`config.mk`:
```
export PLATFORM = sky130hd
export DESIGN_NAME = move_pick_tree
export DESIGN_NICKNAME = d
export VERILOG_FILES = /design/src/rtl/mvpick_pkg.sv /design/src/rtl/mvpick_leaves.sv /design/src/rtl/mvpick_tree.sv /design/src/rtl/mvpick_mask.sv /design/src/rtl/move_pick_tree.sv
export SDC_FILE = /design/constraint.sdc
export NUM_CORES = 1
export LEC_CHECK = 0
export BUFFER_PORTS_ARGS = -buffer_cell sky130_fd_sc_hd__buf_2
export CAP_MARGIN = 20
export CORE_ASPECT_RATIO = 1.25
export CORE_UTILIZATION = 50
export DETAILED_ROUTE_END_ITERATION = 8
export MAX_ROUTING_LAYER = met4
export PLACE_DENSITY = 0.73
export SLEW_MARGIN = 20
export SYNTH_ARGS = -nofsm -noshare
export SYNTH_HDL_FRONTEND = slang
export SYNTH_SLANG_ARGS = --single-unit
```
`constraint.sdc`:
```
create_clock -name clk -period 27.1 [get_ports clk]
set_clock_uncertainty 0.05 [all_clocks]
set_input_delay 1.355 -clock clk [delete_from_list [all_inputs] [get_ports clk]]
set_output_delay 1.355 -clock clk [all_outputs]
set_load 0.02 [all_outputs]
```
`src/rtl/mvpick_pkg.sv`:
```
package mvpick_pkg;
    localparam int SQ_N   = 64;
    localparam int VAL_W  = 3;
    localparam int IDX_W  = $clog2(SQ_N);
    localparam int KEY_W  = VAL_W + 1;
    localparam int LVL_N  = IDX_W;

    typedef struct packed {
        logic             live;
        logic [KEY_W-1:0] key;
        logic [IDX_W-1:0] sq;
    } cand_t;

    // Victim value dominates; the killer flag only breaks ties in value.
    function automatic logic [KEY_W-1:0] make_key(logic [VAL_W-1:0] v, logic k);
        return {v, k};
    endfunction

    // lo always carries the lower square indices, so it wins on equal keys.
    function automatic cand_t pick_pair(cand_t lo, cand_t hi);
        if (!hi.live) return lo;
        if (!lo.live) return hi;
        if (hi.key > lo.key) return hi;
        return lo;
    endfunction
endpackage

```
`src/rtl/mvpick_leaves.sv`:
```
module mvpick_leaves
    import mvpick_pkg::*;
(
    input  logic [SQ_N-1:0]       cand_valid,
    input  logic [SQ_N*VAL_W-1:0] cand_value,
    input  logic [SQ_N-1:0]       cand_killer,
    input  logic [SQ_N-1:0]       done_mask,
    output cand_t                 leaf [SQ_N]
);
    for (genvar s = 0; s < SQ_N; s++) begin : g_sq
        assign leaf[s].live = cand_valid[s] & ~done_mask[s];
        assign leaf[s].key  = make_key(cand_value[s*VAL_W +: VAL_W], cand_killer[s]);
        assign leaf[s].sq   = IDX_W'(s);
    end
endmodule

```
`src/rtl/mvpick_tree.sv`:
```
module mvpick_tree
    import mvpick_pkg::*;
(
    input  cand_t leaf [SQ_N],
    output cand_t win
);
    for (genvar l = 0; l <= LVL_N; l++) begin : lv
        localparam int W = SQ_N >> l;
        cand_t v [W];
        if (l == 0) begin : g_in
            for (genvar s = 0; s < W; s++) begin : g_s
                assign v[s] = leaf[s];
            end
        end else begin : g_cmp
            for (genvar n = 0; n < W; n++) begin : g_n
                assign v[n] = pick_pair(lv[l-1].v[2*n], lv[l-1].v[2*n+1]);
            end
        end
    end

    assign win = lv[LVL_N].v[0];
endmodule

```
`src/rtl/mvpick_mask.sv`:
```
module mvpick_mask
    import mvpick_pkg::*;
(
    input  logic             clk,
    input  logic             rst,
    input  logic             ply_start,
    input  logic             mark,
    input  logic             win_live,
    input  logic [IDX_W-1:0] win_sq,
    output logic [SQ_N-1:0]  done_mask
);
    always_ff @(posedge clk) begin
        if (rst || ply_start) begin
            done_mask <= '0;
        end else if (mark && win_live) begin
            done_mask[win_sq] <= 1'b1;
        end
    end
endmodule

```
`src/rtl/move_pick_tree.sv`:
```
module move_pick_tree
    import mvpick_pkg::*;
(
    input  logic                  clk,
    input  logic                  rst,
    input  logic [SQ_N-1:0]       cand_valid,
    input  logic [SQ_N*VAL_W-1:0] cand_value,
    input  logic [SQ_N-1:0]       cand_killer,
    input  logic                  ply_start,
    input  logic                  mark,
    output logic                  pick_valid,
    output logic [IDX_W-1:0]      pick_idx,
    output logic [KEY_W-1:0]      pick_key
);
    logic [SQ_N-1:0] done_mask;
    cand_t           leaf [SQ_N];
    cand_t           win;

    mvpick_leaves i_leaves (
        .cand_valid (cand_valid),
        .cand_value (cand_value),
        .cand_killer(cand_killer),
        .done_mask  (done_mask),
        .leaf       (leaf)
    );

    mvpick_tree i_tree (
        .leaf(leaf),
        .win (win)
    );

    mvpick_mask i_mask (
        .clk      (clk),
        .rst      (rst),
        .ply_start(ply_start),
        .mark     (mark),
        .win_live (win.live),
        .win_sq   (win.sq),
        .done_mask(done_mask)
    );

    assign pick_valid = win.live;
    assign pick_idx   = win.live ? win.sq  : '0;
    assign pick_key   = win.live ? win.key : '0;
endmodule

```
==> flow_summary.ini <==
[clock_tree]
clock_sinks = 64
cts_buffers = 9
cts_setup_buffers = 0
clk_latency_ns = 0.35
clk_pin_slew_ns = 0.06
htreeDepth = 3
cts_tree = built
clock_path_buffers = 2
root_buffer = clkbuf_16
cts_hold_buf = 0
cts_resized = 0

[cells_and_area]
top_regs = i_mask.done_mask x64
seq_area_um2 = 1280
diodes = 0
multi_input_area_um2 = 11400
utilization = 0.594
final_area_um2 = 15900
largest_register_ffs = 64
top_register = i_mask.done_mask
nFillCells = 2607
synthToLayoutAreaGrowth_pct = 16.8
drive_above_1_share = 0.211
nNetsFinal = 2711

[placement]
gp_congestion = 0.995
port_buffers = 334
dp_hpwl_um = 36400
place_area_um2 = 15600

[timing]
max_slew_margin = 0.259
setup_violations = 0
fin_setup_tns_ns = 0
hold_violations = 0
tightest_slew_ns = 1.10
clock.fmax_mhz = 71.3
hold_ws_ns = 0.404
min_period_over_period = 0.518
layout_min_cycle_time_ns = 14.03
finalMaxSlewViolations = 0
rsz0062_at_grt = false

[detailed_routing]
wl_um = 42000
drt_iter0_markers = 615
antenna_left = 0
avgRoutedWirePerCell_um = 16.9
via_per_inst = 5.83
dr.pass1.iters = 6
vias = 14500
drc = 0

[yosys]
ys_seq_area_frac = 0.0940
yosys.area_share.simple = 0.229
synth_edf_count = 0
synth_top_area_share = 0.228
async_flop_share = 0
synth_cell_type_count = 96
synth_top_area_cell = ha_1
synth_most_common_cell = ha_1
synth.area.mux_share = 0.110
synthTopCellsByCount = ha_1, inv_1, nand2_1, a21oi_1, mux2i_1
syn_inst = 1815
synth_compound_area_frac = 0.270
synth-adder-area-share = 0.228
ys_ff_latch = 64
ys_warn_count = 0
synth_top_family_by_area = compound AO/OA/AOI/OAI gates
avgSynthCellArea_um2 = 7.51
synth_flop_cell = dfxtp_1
netlist_top_cells_area = ha_1, dfxtp_1, mux2i_1
synthesis.area_um2 = 13600
synth-xor-area-share = 0
syn_nets = 2387

[critical_path]
critPathMaxStageDelay_ns = 0.59
critPathLaunchType = input port
slowest_stage = a21oi_1
cpMostUsedCell = o21a_1
crit_required_ns = 25.69
endpoint_kind = output port
worstPathArrival_ns = 12.62
path_max_fanout = 32
worstSetupPathType = in2out

[floorplanning]
start_util = 0.508
ios = 335
die_x_um = 150
row_count = 67
die_area_um2 = 27900
core_um2 = 26800
die_height_um = 187

[global_route]
grt_use_total = 0.302
grt_pass1_vias = 14300
grt_max_degree = 67
grt_pass1_wl_um = 66700
antenna_found_initial = 0
grt_overflow = 0

[hold_path]
hold_class = reg2reg

[flow_run]
drv_cap = 0

[status]
outcome = completed
## per-stage QoR
step | cells | setup slack [ns]
2_1_floorplan | 1815 | 14.85
3_3_place_gp | 2473 | 13.40
3_5_place_dp | 2473 | 13.12
4_1_cts | 2489 | 13.09
5_1_grt | 2489 | 12.23
6_report | 2489 | 13.07
## cell type report
| cell class | instances | share of cell area |
|---|---|---|
| clock inverters | 6 | 0.00275 |
| multi-input cells | 1509 | 0.717 |
| repair buffers | 339 | 0.107 |
| flip-flops and latches | 64 | 0.0804 |
| well taps | 345 | 0.0271 |
| clock buffers | 10 | 0.0150 |
| inverters | 216 | 0.0509 |
## worst paths after layout
path                         from                   end  slack (ns)  cells past startpoint
max                 cand_value[6]           pick_idx[1]       13.07                     49
min          i_mask.done_mask[11]  i_mask.done_mask[11]        0.40                      2
max reg2reg   i_mask.done_mask[3]  i_mask.done_mask[56]       14.69                     48
min reg2reg  i_mask.done_mask[11]  i_mask.done_mask[11]        0.40                      2
## per-layer routing
metal  global-route usage  wire length, um  vias to the layer above
met2                0.579            22600                      352
met1                0.314            16500                     6737
met3               0.0247             1580                       86
met5                    -                0                        -
met4                0.107             1360                        0
li1                     -                -                     7344
## logic make-up (layout without fill, tap and decap cells)
| family | after synthesis | in the layout |
|---|---|---|
| AND/OR/NAND/NOR | 585 | 585 |
| AO/OA/AOI/OAI | 530 | 530 |
| adder cells (fa/ha/maj) | 248 | 248 |
| buffers and inverters | 242 | 571 |
| multiplexers | 146 | 146 |
| flip-flops | 64 | 64 |
## worst max-delay path, delay by kind of cell
kind,cells,cell delay (ns)
compound gates,23,5.36
mux,4,1.51
simple gates,8,1.42
buf+inv,8,1.25
fa+ha+maj,6,1.77
## cell usage in the layout (no fill, tap or decap), types with 5 or more instances in the layout
master / n
buf_2: 334
ha_1: 248
inv_1: 214
nand2_1: 153
a21oi_1: 129
mux2i_1: 116
nor2_1: 110
nor2b_1: 104
o21ai_0: 86
dfxtp_1: 64
nand4_1: 55
nand2b_1: 50
o21a_1: 35
o211ai_1: 31
o21ai_1: 31
a211oi_1: 27
o31ai_1: 26
mux2_2: 26
a21o_1: 18
o31ai_2: 18
or3_1: 15
a31oi_1: 14
nand3_1: 14
o22ai_1: 13
nor4_1: 11
a22oi_1: 11
and2_1: 10
clkbuf_16: 9
and3_1: 8
a32o_1: 8
or2_2: 7
and4_1: 6
nand2b_4: 5
a211o_1: 5
and4b_1: 5
buf_4: 5
Power is not shown: default switching activity piles up to over one toggle a cycle in this logic, so the estimate is an artifact.
